[config.mk]
export PLATFORM = sky130hd
export DESIGN_NAME = pwm_timebase
export DESIGN_NICKNAME = d
export VERILOG_FILES = /design/src/rtl/pwm_timebase_pkg.sv /design/src/rtl/pwm_tb_prescale.sv /design/src/rtl/pwm_tb_period.sv /design/src/rtl/pwm_tb_counter.sv /design/src/rtl/pwm_timebase.sv
export SDC_FILE = /design/constraint.sdc
export NUM_CORES = 1
export LEC_CHECK = 0
export BUFFER_PORTS_ARGS = -buffer_cell sky130_fd_sc_hd__buf_2
export CAP_MARGIN = 15
export CORE_UTILIZATION = 38
export CTS_CLUSTER_DIAMETER = 120
export CTS_CLUSTER_SIZE = 10
export DETAILED_ROUTE_END_ITERATION = 10
export HOLD_SLACK_MARGIN = 0.06
export PLACE_DENSITY = 0.66
export SLEW_MARGIN = 30
export SYNTH_ARGS = -nofsm -noshare
export SYNTH_HDL_FRONTEND = slang
export SYNTH_SLANG_ARGS = --single-unit
[constraint.sdc]
create_clock -name clk -period 5.3 [get_ports clk]
set_input_delay 1.06 -clock clk [delete_from_list [all_inputs] [get_ports clk]]
set_output_delay 1.06 -clock clk [all_outputs]
set_load 0.03 [all_outputs]
[src/rtl/pwm_timebase_pkg.sv]
package pwm_timebase_pkg;

    localparam int CTRL_W     = 16;
    localparam int DIV_FLD_W  = 3;

    typedef enum logic [1:0] {
        CM_UP     = 2'b00,
        CM_DOWN   = 2'b01,
        CM_UPDN   = 2'b10,
        CM_FREEZE = 2'b11
    } cnt_mode_e;

    // run field: 00 stop after one more step, 01 stop at zero, 1x ignore halt
    localparam logic [1:0] RUN_STOP_NEXT  = 2'b00;
    localparam logic [1:0] RUN_STOP_CYCLE = 2'b01;

    typedef struct packed {
        logic [1:0]           run;
        logic                 rsv13;
        logic [DIV_FLD_W-1:0] clkdiv;
        logic [DIV_FLD_W-1:0] hsdiv;
        logic [2:0]           rsv6_4;
        logic                 prd_imm;
        logic                 rsv2;
        cnt_mode_e            mode;
    } tb_ctrl_t;

    localparam logic [CTRL_W-1:0] CTRL_RESET = 16'h0003;

    localparam logic ADDR_CTRL = 1'b0;
    localparam logic ADDR_PRD  = 1'b1;

endpackage

[src/rtl/pwm_tb_prescale.sv]
module pwm_tb_prescale #(
    parameter int DIV_W = 3
) (
    input  logic             clk,
    input  logic             rst_n,
    input  logic             restart,
    input  logic [DIV_W-1:0] clkdiv,
    input  logic [DIV_W-1:0] hsdiv,
    output logic             tick
);
    localparam int FLD_MAX = (1 << DIV_W) - 1;
    localparam int PS_MAX  = (2 * FLD_MAX) << FLD_MAX;
    localparam int PS_W    = $clog2(PS_MAX + 1);

    logic [PS_W-1:0] pcnt_d, pcnt_q;
    logic [PS_W-1:0] hs_fac, div_val, limit;

    always_comb begin
        hs_fac  = (hsdiv == '0) ? PS_W'(1) : PS_W'({hsdiv, 1'b0});
        div_val = hs_fac << clkdiv;
        limit   = div_val - PS_W'(1);
        tick    = (pcnt_q >= limit);
        pcnt_d  = (restart || tick) ? '0 : pcnt_q + PS_W'(1);
    end

    always_ff @(posedge clk or negedge rst_n) begin
        if (!rst_n) pcnt_q <= '0;
        else        pcnt_q <= pcnt_d;
    end
endmodule

[src/rtl/pwm_tb_period.sv]
module pwm_tb_period #(
    parameter int CNT_W = 16
) (
    input  logic             clk,
    input  logic             rst_n,
    input  logic             wr_en,
    input  logic [CNT_W-1:0] wdata,
    input  logic             imm,
    input  logic             load_zero,
    output logic [CNT_W-1:0] prd
);
    typedef struct packed {
        logic [CNT_W-1:0] shadow;
        logic [CNT_W-1:0] active;
    } prd_state_t;

    prd_state_t st_d, st_q;

    always_comb begin
        st_d = st_q;
        if (load_zero) st_d.active = st_q.shadow;
        if (wr_en) begin
            st_d.shadow = wdata;
            if (imm) st_d.active = wdata;
        end
    end

    always_ff @(posedge clk or negedge rst_n) begin
        if (!rst_n) st_q <= '0;
        else        st_q <= st_d;
    end

    assign prd = st_q.active;
endmodule

[src/rtl/pwm_tb_counter.sv]
module pwm_tb_counter
    import pwm_timebase_pkg::*;
#(
    parameter int CNT_W = 16
) (
    input  logic             clk,
    input  logic             rst_n,
    input  logic             tick,
    input  cnt_mode_e        mode,
    input  logic [1:0]       run,
    input  logic             halt,
    input  logic [CNT_W-1:0] prd,
    output logic [CNT_W-1:0] cnt,
    output logic             dir_dn,
    output logic             zero_evt,
    output logic             prd_evt,
    output logic             load_zero
);
    typedef struct packed {
        logic [CNT_W-1:0] cnt;
        logic             dir_dn;
        logic             zero;
        logic             prd;
        logic             used;
    } cnt_state_t;

    localparam logic [CNT_W-1:0] ONE = CNT_W'(1);

    cnt_state_t st_d, st_q;
    logic [CNT_W-1:0] nxt;
    logic             nxt_dn, hold, step;

    always_comb begin
        hold = 1'b0;
        if (halt && !run[1]) begin
            if (run == RUN_STOP_NEXT)  hold = st_q.used;
            if (run == RUN_STOP_CYCLE) hold = (st_q.cnt == '0);
        end
        step = tick && (mode != CM_FREEZE) && !hold;

        nxt    = st_q.cnt;
        nxt_dn = st_q.dir_dn;
        unique case (mode)
            CM_UP: begin
                nxt    = (st_q.cnt >= prd) ? '0 : st_q.cnt + ONE;
                nxt_dn = 1'b0;
            end
            CM_DOWN: begin
                nxt    = (st_q.cnt == '0) ? prd : st_q.cnt - ONE;
                nxt_dn = 1'b1;
            end
            CM_UPDN: begin
                if (!st_q.dir_dn)
                    nxt = (st_q.cnt >= prd) ? ((st_q.cnt == '0) ? '0 : st_q.cnt - ONE)
                                            : st_q.cnt + ONE;
                else
                    nxt = (st_q.cnt == '0) ? ((prd == '0) ? '0 : ONE)
                                           : st_q.cnt - ONE;
                if (nxt == '0)      nxt_dn = 1'b0;
                else if (nxt >= prd) nxt_dn = 1'b1;
            end
            default: begin
                nxt    = st_q.cnt;
                nxt_dn = st_q.dir_dn;
            end
        endcase

        st_d      = st_q;
        st_d.zero = step && (nxt == '0);
        st_d.prd  = step && (nxt == prd);
        st_d.used = halt && (st_q.used || step);
        if (step) begin
            st_d.cnt    = nxt;
            st_d.dir_dn = nxt_dn;
        end
        load_zero = step && (nxt == '0);
    end

    always_ff @(posedge clk or negedge rst_n) begin
        if (!rst_n) st_q <= '0;
        else        st_q <= st_d;
    end

    assign cnt      = st_q.cnt;
    assign dir_dn   = st_q.dir_dn;
    assign zero_evt = st_q.zero;
    assign prd_evt  = st_q.prd;
endmodule

[src/rtl/pwm_timebase.sv]
module pwm_timebase
    import pwm_timebase_pkg::*;
#(
    parameter int CNT_W = 16
) (
    input  logic             clk,
    input  logic             rst_n,
    input  logic             cfg_we,
    input  logic             cfg_addr,
    input  logic [CNT_W-1:0] cfg_wdata,
    input  logic             halt_req,
    output logic [CNT_W-1:0] cnt_o,
    output logic             zero_evt_o,
    output logic             prd_evt_o,
    output logic             dir_dn_o
);
    tb_ctrl_t         ctrl_d, ctrl_q;
    logic             ctrl_wr, prd_wr, ps_tick, load_zero;
    logic [CNT_W-1:0] prd_active;

    always_comb begin
        ctrl_wr = cfg_we && (cfg_addr == ADDR_CTRL);
        prd_wr  = cfg_we && (cfg_addr == ADDR_PRD);
        ctrl_d  = ctrl_q;
        if (ctrl_wr) ctrl_d = tb_ctrl_t'(CTRL_W'(cfg_wdata));
    end

    always_ff @(posedge clk or negedge rst_n) begin
        if (!rst_n) ctrl_q <= tb_ctrl_t'(CTRL_RESET);
        else        ctrl_q <= ctrl_d;
    end

    pwm_tb_prescale #(.DIV_W(DIV_FLD_W)) u_ps (
        .clk     (clk),
        .rst_n   (rst_n),
        .restart (ctrl_wr),
        .clkdiv  (ctrl_q.clkdiv),
        .hsdiv   (ctrl_q.hsdiv),
        .tick    (ps_tick)
    );

    pwm_tb_period #(.CNT_W(CNT_W)) u_prd (
        .clk       (clk),
        .rst_n     (rst_n),
        .wr_en     (prd_wr),
        .wdata     (cfg_wdata),
        .imm       (ctrl_q.prd_imm),
        .load_zero (load_zero),
        .prd       (prd_active)
    );

    pwm_tb_counter #(.CNT_W(CNT_W)) u_cnt (
        .clk       (clk),
        .rst_n     (rst_n),
        .tick      (ps_tick),
        .mode      (ctrl_q.mode),
        .run       (ctrl_q.run),
        .halt      (halt_req),
        .prd       (prd_active),
        .cnt       (cnt_o),
        .dir_dn    (dir_dn_o),
        .zero_evt  (zero_evt_o),
        .prd_evt   (prd_evt_o),
        .load_zero (load_zero)
    );
endmodule

==> flow_summary_export.csv, run 1 <==
group,metric,value,unit
power_and_ir_drop,power_density,493,mW/mm^2
cts,htree_levels,3,
critical_path,slowest_delay,600,ps
global_routing,overflow,0,
sta,setup_viol_count_final,0,
critical_path,worst_ep_required_time,5520,ps
detailed_routing,drc_errors,0,
sta,rsz0062_at_grt,"false",
cts,cts_setup_buffers,0,
critical_path,slowest_stage,"or4_1",
detailed_routing,wl_met3,1660,um
flow_run,maxCapViolCount,0,
sta,fin_crit_sh,88.1,%
detailed_routing,routedWlPerCell,19.6,um
logic_synthesis,synth_seq_cells,74,
critical_path,critPathCaptureType,"register",
floorplan,die_w,135,um
floorplan,start_util,38.8,%
cts,postCtsHoldBufs,0,
logic_synthesis,synthFlopType,"dfrtp_1",
critical_path,worst_path_dominant_cell_family,"compound AO/OA/AOI/OAI gates",
logic_synthesis,ys_types,77,
logic_synthesis,synth_enable_flop_cells,0,
logic_synthesis,avgSynthCellArea,8.23,sq um
placement,place_congestion,1.05,
detailed_routing,dr.pass1.iters,5,
global_routing,antenna_found_initial,0,
global_routing,grt_start_max_net_pins,75,
detailed_routing,via_count,6419,
detailed_routing,drt_iter0_drc,832,
logic_synthesis,synth_fp_nets,888,
floorplan,ios,40,
logic_synthesis,synthArstFlopShare,100,%
critical_path,critPathKind,"reg2reg",
sta,slew_headroom,46.1,%
critical_path,r2r_slack,630,ps
finish,diodes,0,
logic_synthesis,synthMuxAreaShare,7.68,%
placement,dpl.cell_count,1049,
cts,cts_root_buf,"clkbuf_16",
logic_synthesis,synth-compound-area-share,21.2,%
cts,clk-insertion-delay-late,340,ps
power_and_ir_drop,power,3660,uW
floorplan,die_area,0.0182,sq mm
floorplan,die_height,135,um
critical_path,cp.arrival,4890,ps
detailed_routing,m1WireLength,8860,um
finish,nFillCells,1764,
critical_path,crit_fanout,17,
placement,port-buffer-count,39,
global_routing,grt_pass1_vias,6028,
detailed_routing,routed_wl,20900,um
finish,area_growth,10.7,%
floorplan,core_area,0.0173,sq mm
cts,postCtsResizedCells,0,
power_and_ir_drop,peakVddDrop,187,uV
logic_synthesis,synthAdderAreaFrac,9.70,%
finish,final_nets,908,
detailed_routing,wl_met2,9510,um
logic_synthesis,synth_xor_area_share,6.01,%
logic_synthesis,synth_top_family_by_area,"compound AO/OA/AOI/OAI gates",
power_and_ir_drop,p_leak,0.00327,uW
logic_synthesis,synthSimpleGateAreaFrac,20.3,%
global_routing,grt_pass1_wl,33100,um
sta,fin_setup_tns,0,ps
detailed_routing,ant_nets,0,
sta,drv_slew,0,
critical_path,crit_chain,"inv_1 > ha_1 > nand4_1 > or4_1 > a221oi_2 > nor3_4 > a21oi_1 > ha_1 > nand2b_1 > a21o_1 > a21o_1 > a211oi_1 > o21ai_0 > o211ai_1 > a21oi_1 > o41ai_1 > a31oi_1 > mux2i_1",
sta,fin_skew,5.64,ps
status,status,"finished clean",
cts,cts_num_sinks,74,
logic_synthesis,yosysWarningCount,0,
sta,fmax,214,MHz
cts,path_clk_slew,60,ps
critical_path,path_buf_inv,1,
placement,dp_hpwl,15900,um
cts,cts_made_buffers,9,
cts,clock_path_buffers,2,
worst_hold_path,hold_path_class,"reg2reg",
detailed_routing,topRoutingLayerUsed,"met4",
logic_synthesis,synth_top_area_cell,"dfrtp_1",
cts,cts_tree,"done",
detailed_routing,viasPerCell,6.03,
sta,tightest_slew,807,ps
logic_synthesis,syn_inst,815,
logic_synthesis,yosys-top-cells-area,"dfrtp_1 27%, ha_1 9.7%, mux2_2 6.0%",
logic_synthesis,yosysSeqAreaShare,27.6,%
sta,hold_viol,0,
finish,stdcell_count,1065,
finish,drive_gt1_share,16.8,%
logic_synthesis,yosysTopAreaCellShare,26.9,%
critical_path,startpoint_type,"register",
global_routing,track_usage,23.6,%
logic_synthesis,synth_area,0.00671,sq mm
sta,period_needed,4670,ps
floorplan,placementRows,48,
## Yosys cell counts (all sizes together), types with 3 or more instances
cell type and count:
nor4 24, nand4 15, nor3 18, nor2b 7, a221o 3, a21oi 61, ha 52, a21boi 3
mux2i 11, and2 3, a221oi 3, o41ai 4, mux2 36, nand2 57, or3 10, xor2 14
nand2b 7, a31oi 24, or4 10, nor2 66, o2bb2ai 4, o21ai 63, xnor2 32, and3 7
inv 41, o22ai 5, a211oi 5, a32oi 3, or2 4, buf 30, dfrtp 72, nand3 27
a21o 8, clkbuf 35, nor3b 3, o21a 4
## metrics by stage
step | area (sq um) | utilization [%] | setup WS (ps) | hold WS [ps]
after floorplan | 6710 | - | 1050 | 479
after global placement | 7110 | 41.1 | 534 | 487
after detailed placement | 7110 | 41.1 | 526 | 493
after CTS | 7410 | 42.8 | 505 | 506
after global routing | 7430 | 43.0 | 83.1 | 511
final | 7430 | 43.0 | 632 | 505
## placed cells by master (no fill, tap or decap), types with 3 or more instances in the layout
master	count
and3_1	7
a21boi_0	3
or3_1	10
clkbuf_16	9
nand4_1	15
xor2_1	14
xnor2_1	32
nor4_1	21
a21o_1	8
buf_4	35
nor2_1	66
a32oi_1	3
or4_1	8
nor3b_1	3
o22ai_1	5
o21ai_1	11
mux2i_1	11
clkinvlp_4	3
buf_2	38
nor3_1	17
nor2b_1	7
ha_1	52
and2_1	3
a21oi_1	61
dfrtp_1	72
mux2_2	36
nand3_1	27
a211oi_1	5
nand2_1	57
nand2b_1	7
a31oi_1	24
o21a_1	4
o21ai_0	51
o2bb2ai_1	4
inv_1	41
a221o_1	3
o41ai_1	4
## power breakdown
part | internal, uW | switching, uW | total (uW) | leakage, uW
Sequential | 685 | 141 | 826 | 0.000904
Combinational | 842 | 1390 | 2230 | 0.00224
Clock | 365 | 239 | 604 | 0.000135
## flip-flops by register name, indices dropped and copies added (netlist names)
| register | count |
|---|---|
| u_cnt.dir_dn | 1 |
| u_cnt.zero_evt | 1 |
| ctrl_q | 11 |
| u_cnt.st_q | 1 |
| u_cnt.cnt | 16 |
| u_prd.st_q | 16 |
| u_ps.pcnt_q | 11 |
| u_cnt.prd_evt | 1 |
| u_prd.prd | 16 |
## layout make-up
type                    count  area [sq um]  share of cell area [%]
repair buffers             74           464                    6.25
flip-flops and latches     74          1850                    25.0
clock buffers              10           229                    3.08
clock inverters             6          66.3                   0.893
inverters                  41           154                    2.07
well taps                 225           282                    3.79
multi-input cells         635          4380                    59.0
## worst reg2reg max path, delay by kind of cell (launching register included)
kind                       cells  cell delay (ps)
and+or+nand+nor                4             1130
adders and majority gates      2              590
DFF                            1              440
muxes                          1              140
AOI/OAI and AO/OA             10             2150
buffers and inverters          1               90
## path summary, 6_finish.rpt
check	cells after the start	to	startpoint
worst max-delay path	18	u_cnt.dir_dn$_DFFE_PN0P_	u_prd.prd[13]$_DFF_PN0_
worst min-delay path	1	u_prd.st_q[25]$_DFFE_PN0P_	u_prd.st_q[25]$_DFFE_PN0P_
worst max register to register	18	u_cnt.dir_dn$_DFFE_PN0P_	u_prd.prd[13]$_DFF_PN0_
worst min register to register	1	u_prd.st_q[25]$_DFFE_PN0P_	u_prd.st_q[25]$_DFFE_PN0P_
max in group asynchronous	1	u_cnt.cnt[6]$_DFFE_PN0P_	rst_n
min in group asynchronous	1	u_ps.pcnt_q[3]$_DFF_PN0_	rst_n
## layer usage
layer | vias to the layer above | global-route usage (%)
li1 | 3017 | -
met1 | 3030 | 31.0
met2 | 311 | 36.9
met3 | 61 | 5.18
met4 | 0 | 10.9
met5 | - | 0
## cell families after synthesis
family / after synthesis
DFF: 74
muxes: 47
buffers and inverters: 106
AOI/OAI and AO/OA: 224
and+or+nand+nor: 266
xor gates and xnor gates: 46
adders and majority gates: 52
Note: power is estimated with default switching activity, not from simulation.
==> run 2: changes to the inputs <==
--- a/config.mk
+++ b/config.mk
@@ -7,2 +7,3 @@
 export LEC_CHECK = 0
+export ABC_AREA = 1
 export BUFFER_PORTS_ARGS = -buffer_cell sky130_fd_sc_hd__buf_2
==> constraint.sdc (replaced) <==
create_clock -name clk -period 5.3 [get_ports clk]
set_input_delay 0.795 -clock clk [delete_from_list [all_inputs] [get_ports clk]]
set_output_delay 0.795 -clock clk [all_outputs]
set_load 0.03 [all_outputs]
==> flow_summary_export.csv, run 2 <==
group,metric,value,unit
logic_synthesis,synth_seq_cells,74,
cts,cts_num_sinks,74,
finish,area_growth,6.54,%
finish,mostFrequentLayoutCells,"362 x nand2_1, 138 x inv_1, 100 x nand3_1",
status,status,"finished, violations left",
power_and_ir_drop,p_leak,0.00410,uW
worst_hold_path,hold_path_class,"in2async",
floorplan,die_w,138,um
logic_synthesis,avgSynthCellArea,6.41,sq um
logic_synthesis,yosysTopAreaCellShare,25.5,%
finish,final_nets,1180,
cts,cts_setup_buffers,0,
finish,diodes,0,
floorplan,die_area,0.0192,sq mm
global_routing,antenna_found_initial,0,
flow_run,maxCapViolCount,0,
detailed_routing,drt_iter0_drc,629,
floorplan,ios,40,
placement,dp_hpwl,15500,um
cts,cts_made_buffers,9,
sta,slew_headroom,41.5,%
detailed_routing,routed_wl,20800,um
logic_synthesis,yosysSeqAreaShare,26.2,%
power_and_ir_drop,power_density,464,mW/mm^2
logic_synthesis,synth_most_common_cell,"nand2_1",
detailed_routing,via_count,7008,
finish,nFillCells,1931,
critical_path,critPathCaptureType,"register",
detailed_routing,dr.pass1.iters,8,
sta,drv_slew,0,
logic_synthesis,synth_area,0.00708,sq mm
critical_path,slowest_delay,390,ps
finish,drive_gt1_share,9.80,%
logic_synthesis,synthFlopType,"dfrtp_1",
sta,period_needed,4320,ps
global_routing,grt_pass1_wl,34100,um
cts,clock_path_buffers,2,
global_routing,overflow,0,
cts,clk-insertion-delay-late,350,ps
critical_path,crit_fanout,17,
logic_synthesis,yosysWarningCount,0,
critical_path,slowest_stage,"nor2_4",
critical_path,worst_ep_required_time,5540,ps
sta,fmax,231,MHz
logic_synthesis,yosys-top-cells-area,"dfrtp_1 25%, nand2_1 19%, ha_1 9.2%",
sta,hold_viol,0,
critical_path,critPathKind,"reg2reg",
sta,fin_crit_sh,81.6,%
cts,postCtsHoldBufs,0,
floorplan,start_util,39.1,%
global_routing,grt_pass1_vias,6501,
cts,htree_levels,3,
logic_synthesis,ys_types,42,
cts,cts_root_buf,"clkbuf_16",
detailed_routing,viasPerCell,5.23,
critical_path,startpoint_type,"register",
sta,whs,475,ps
logic_synthesis,synthArstFlopShare,100,%
sta,tightest_slew,875,ps
floorplan,die_height,138,um
logic_synthesis,synth_fp_nets,1178,
finish,final_common_cell,"nand2_1",
cts,cts_tree,"done",
sta,fin_skew,11.8,ps
detailed_routing,routedWlPerCell,15.5,um
logic_synthesis,syn_inst,1105,
floorplan,core_area,0.0181,sq mm
global_routing,grt_start_max_net_pins,75,
logic_synthesis,synth_top_area_cell,"dfrtp_1",
detailed_routing,drc_errors,4,
critical_path,cp.arrival,4570,ps
sta,setup_viol_count_final,0,
placement,place_congestion,0.933,
power_and_ir_drop,peakVddDrop,217,uV
cts,path_clk_slew,60,ps
status,violations,"design-rule violations",
critical_path,cpMostUsedCell,"nand2_1",
placement,port-buffer-count,39,
sta,rsz0062_at_grt,"false",
sta,fin_setup_tns,0,ps
floorplan,placementRows,49,
cts,postCtsResizedCells,0,
global_routing,track_usage,22.3,%
logic_synthesis,synth_common_cells,"362 x nand2_1, 138 x inv_1, 100 x nand3_1",
logic_synthesis,synth_enable_flop_cells,0,
detailed_routing,ant_nets,0,
## run 2: per-layer routing
| layer | track usage [%] | share of wire, % | routed length, um |
|---|---|---|---|
| met4 | 8.87 | 3.2 | 667 |
| met1 | 31.2 | 46 | 9550 |
| met5 | 0 | 0 | 0 |
| met2 | 34.3 | 43 | 8970 |
| met3 | 3.64 | 7.6 | 1570 |
## run 2: worst max-delay path, delay by kind of cell, from the launching register on
kind	cells	cell delay [ps]
compound gates	3	490
xor+xnor	1	140
fa+ha+maj	2	500
buf+inv	4	440
flops	1	380
simple gates	19	2260
## run 2: worst paths after layout
| path | startpoint | to | slack [ps] | cells after the start |
|---|---|---|---|---|
| setup / recovery | ctrl_q[10]$_DFFE_PN0P_ | u_prd.prd[14]$_DFF_PN0_ | 980 | 29 |
| hold / removal | rst_n | u_ps.pcnt_q[0]$_DFF_PN0_ | 470 | 1 |
| setup reg to reg | ctrl_q[10]$_DFFE_PN0P_ | u_prd.prd[14]$_DFF_PN0_ | 980 | 29 |
| hold reg to reg | ctrl_q[15]$_DFFE_PN0P_ | ctrl_q[15]$_DFFE_PN0P_ | 480 | 2 |
| max in group asynchronous | rst_n | ctrl_q[15]$_DFFE_PN0P_ | 4360 | 1 |
| min in group clk | ctrl_q[15]$_DFFE_PN0P_ | ctrl_q[15]$_DFFE_PN0P_ | 480 | 2 |
## run 2: layout make-up
type | instances | area [sq um] | area share [%]
Inverter | 146 | 548 | 7.27
Tap cell | 229 | 287 | 3.80
Sequential cell | 74 | 1850 | 24.6
Multi-Input combinational cell | 831 | 4330 | 57.5
Timing Repair Buffer | 45 | 246 | 3.27
Clock buffer | 11 | 233 | 3.09
Clock inverter | 5 | 38.8 | 0.514
## run 2: kinds of logic (layout without fill, tap and decap cells)
logic type,count (synthesis),count (layout),share of synthesized area (%)
xor+xnor,25,25,3.09
buf+inv,200,207,12.6
simple gates,641,641,40.3
fa+ha+maj,52,52,9.19
flops,74,74,26.2
compound gates,113,113,8.64
## run 2: through the flow
step	std cells	power [uW]	setup WS [ps]	utilization [%]	cell area (sq um)
floorplan	1105	2450	1690	-	7080
CTS	1341	3480	989	41.7	7540
global placement	1325	2870	1150	40.2	7270
detailed placement	1325	2890	1010	40.2	7270
global route	1341	3810	394	41.7	7540
finish	1341	3500	976	41.7	7540
## run 2: report_power, final
part,switching [uW],total (uW),internal (uW)
clock network,254,574,320
registers,225,908,683
logic,1340,2020,676
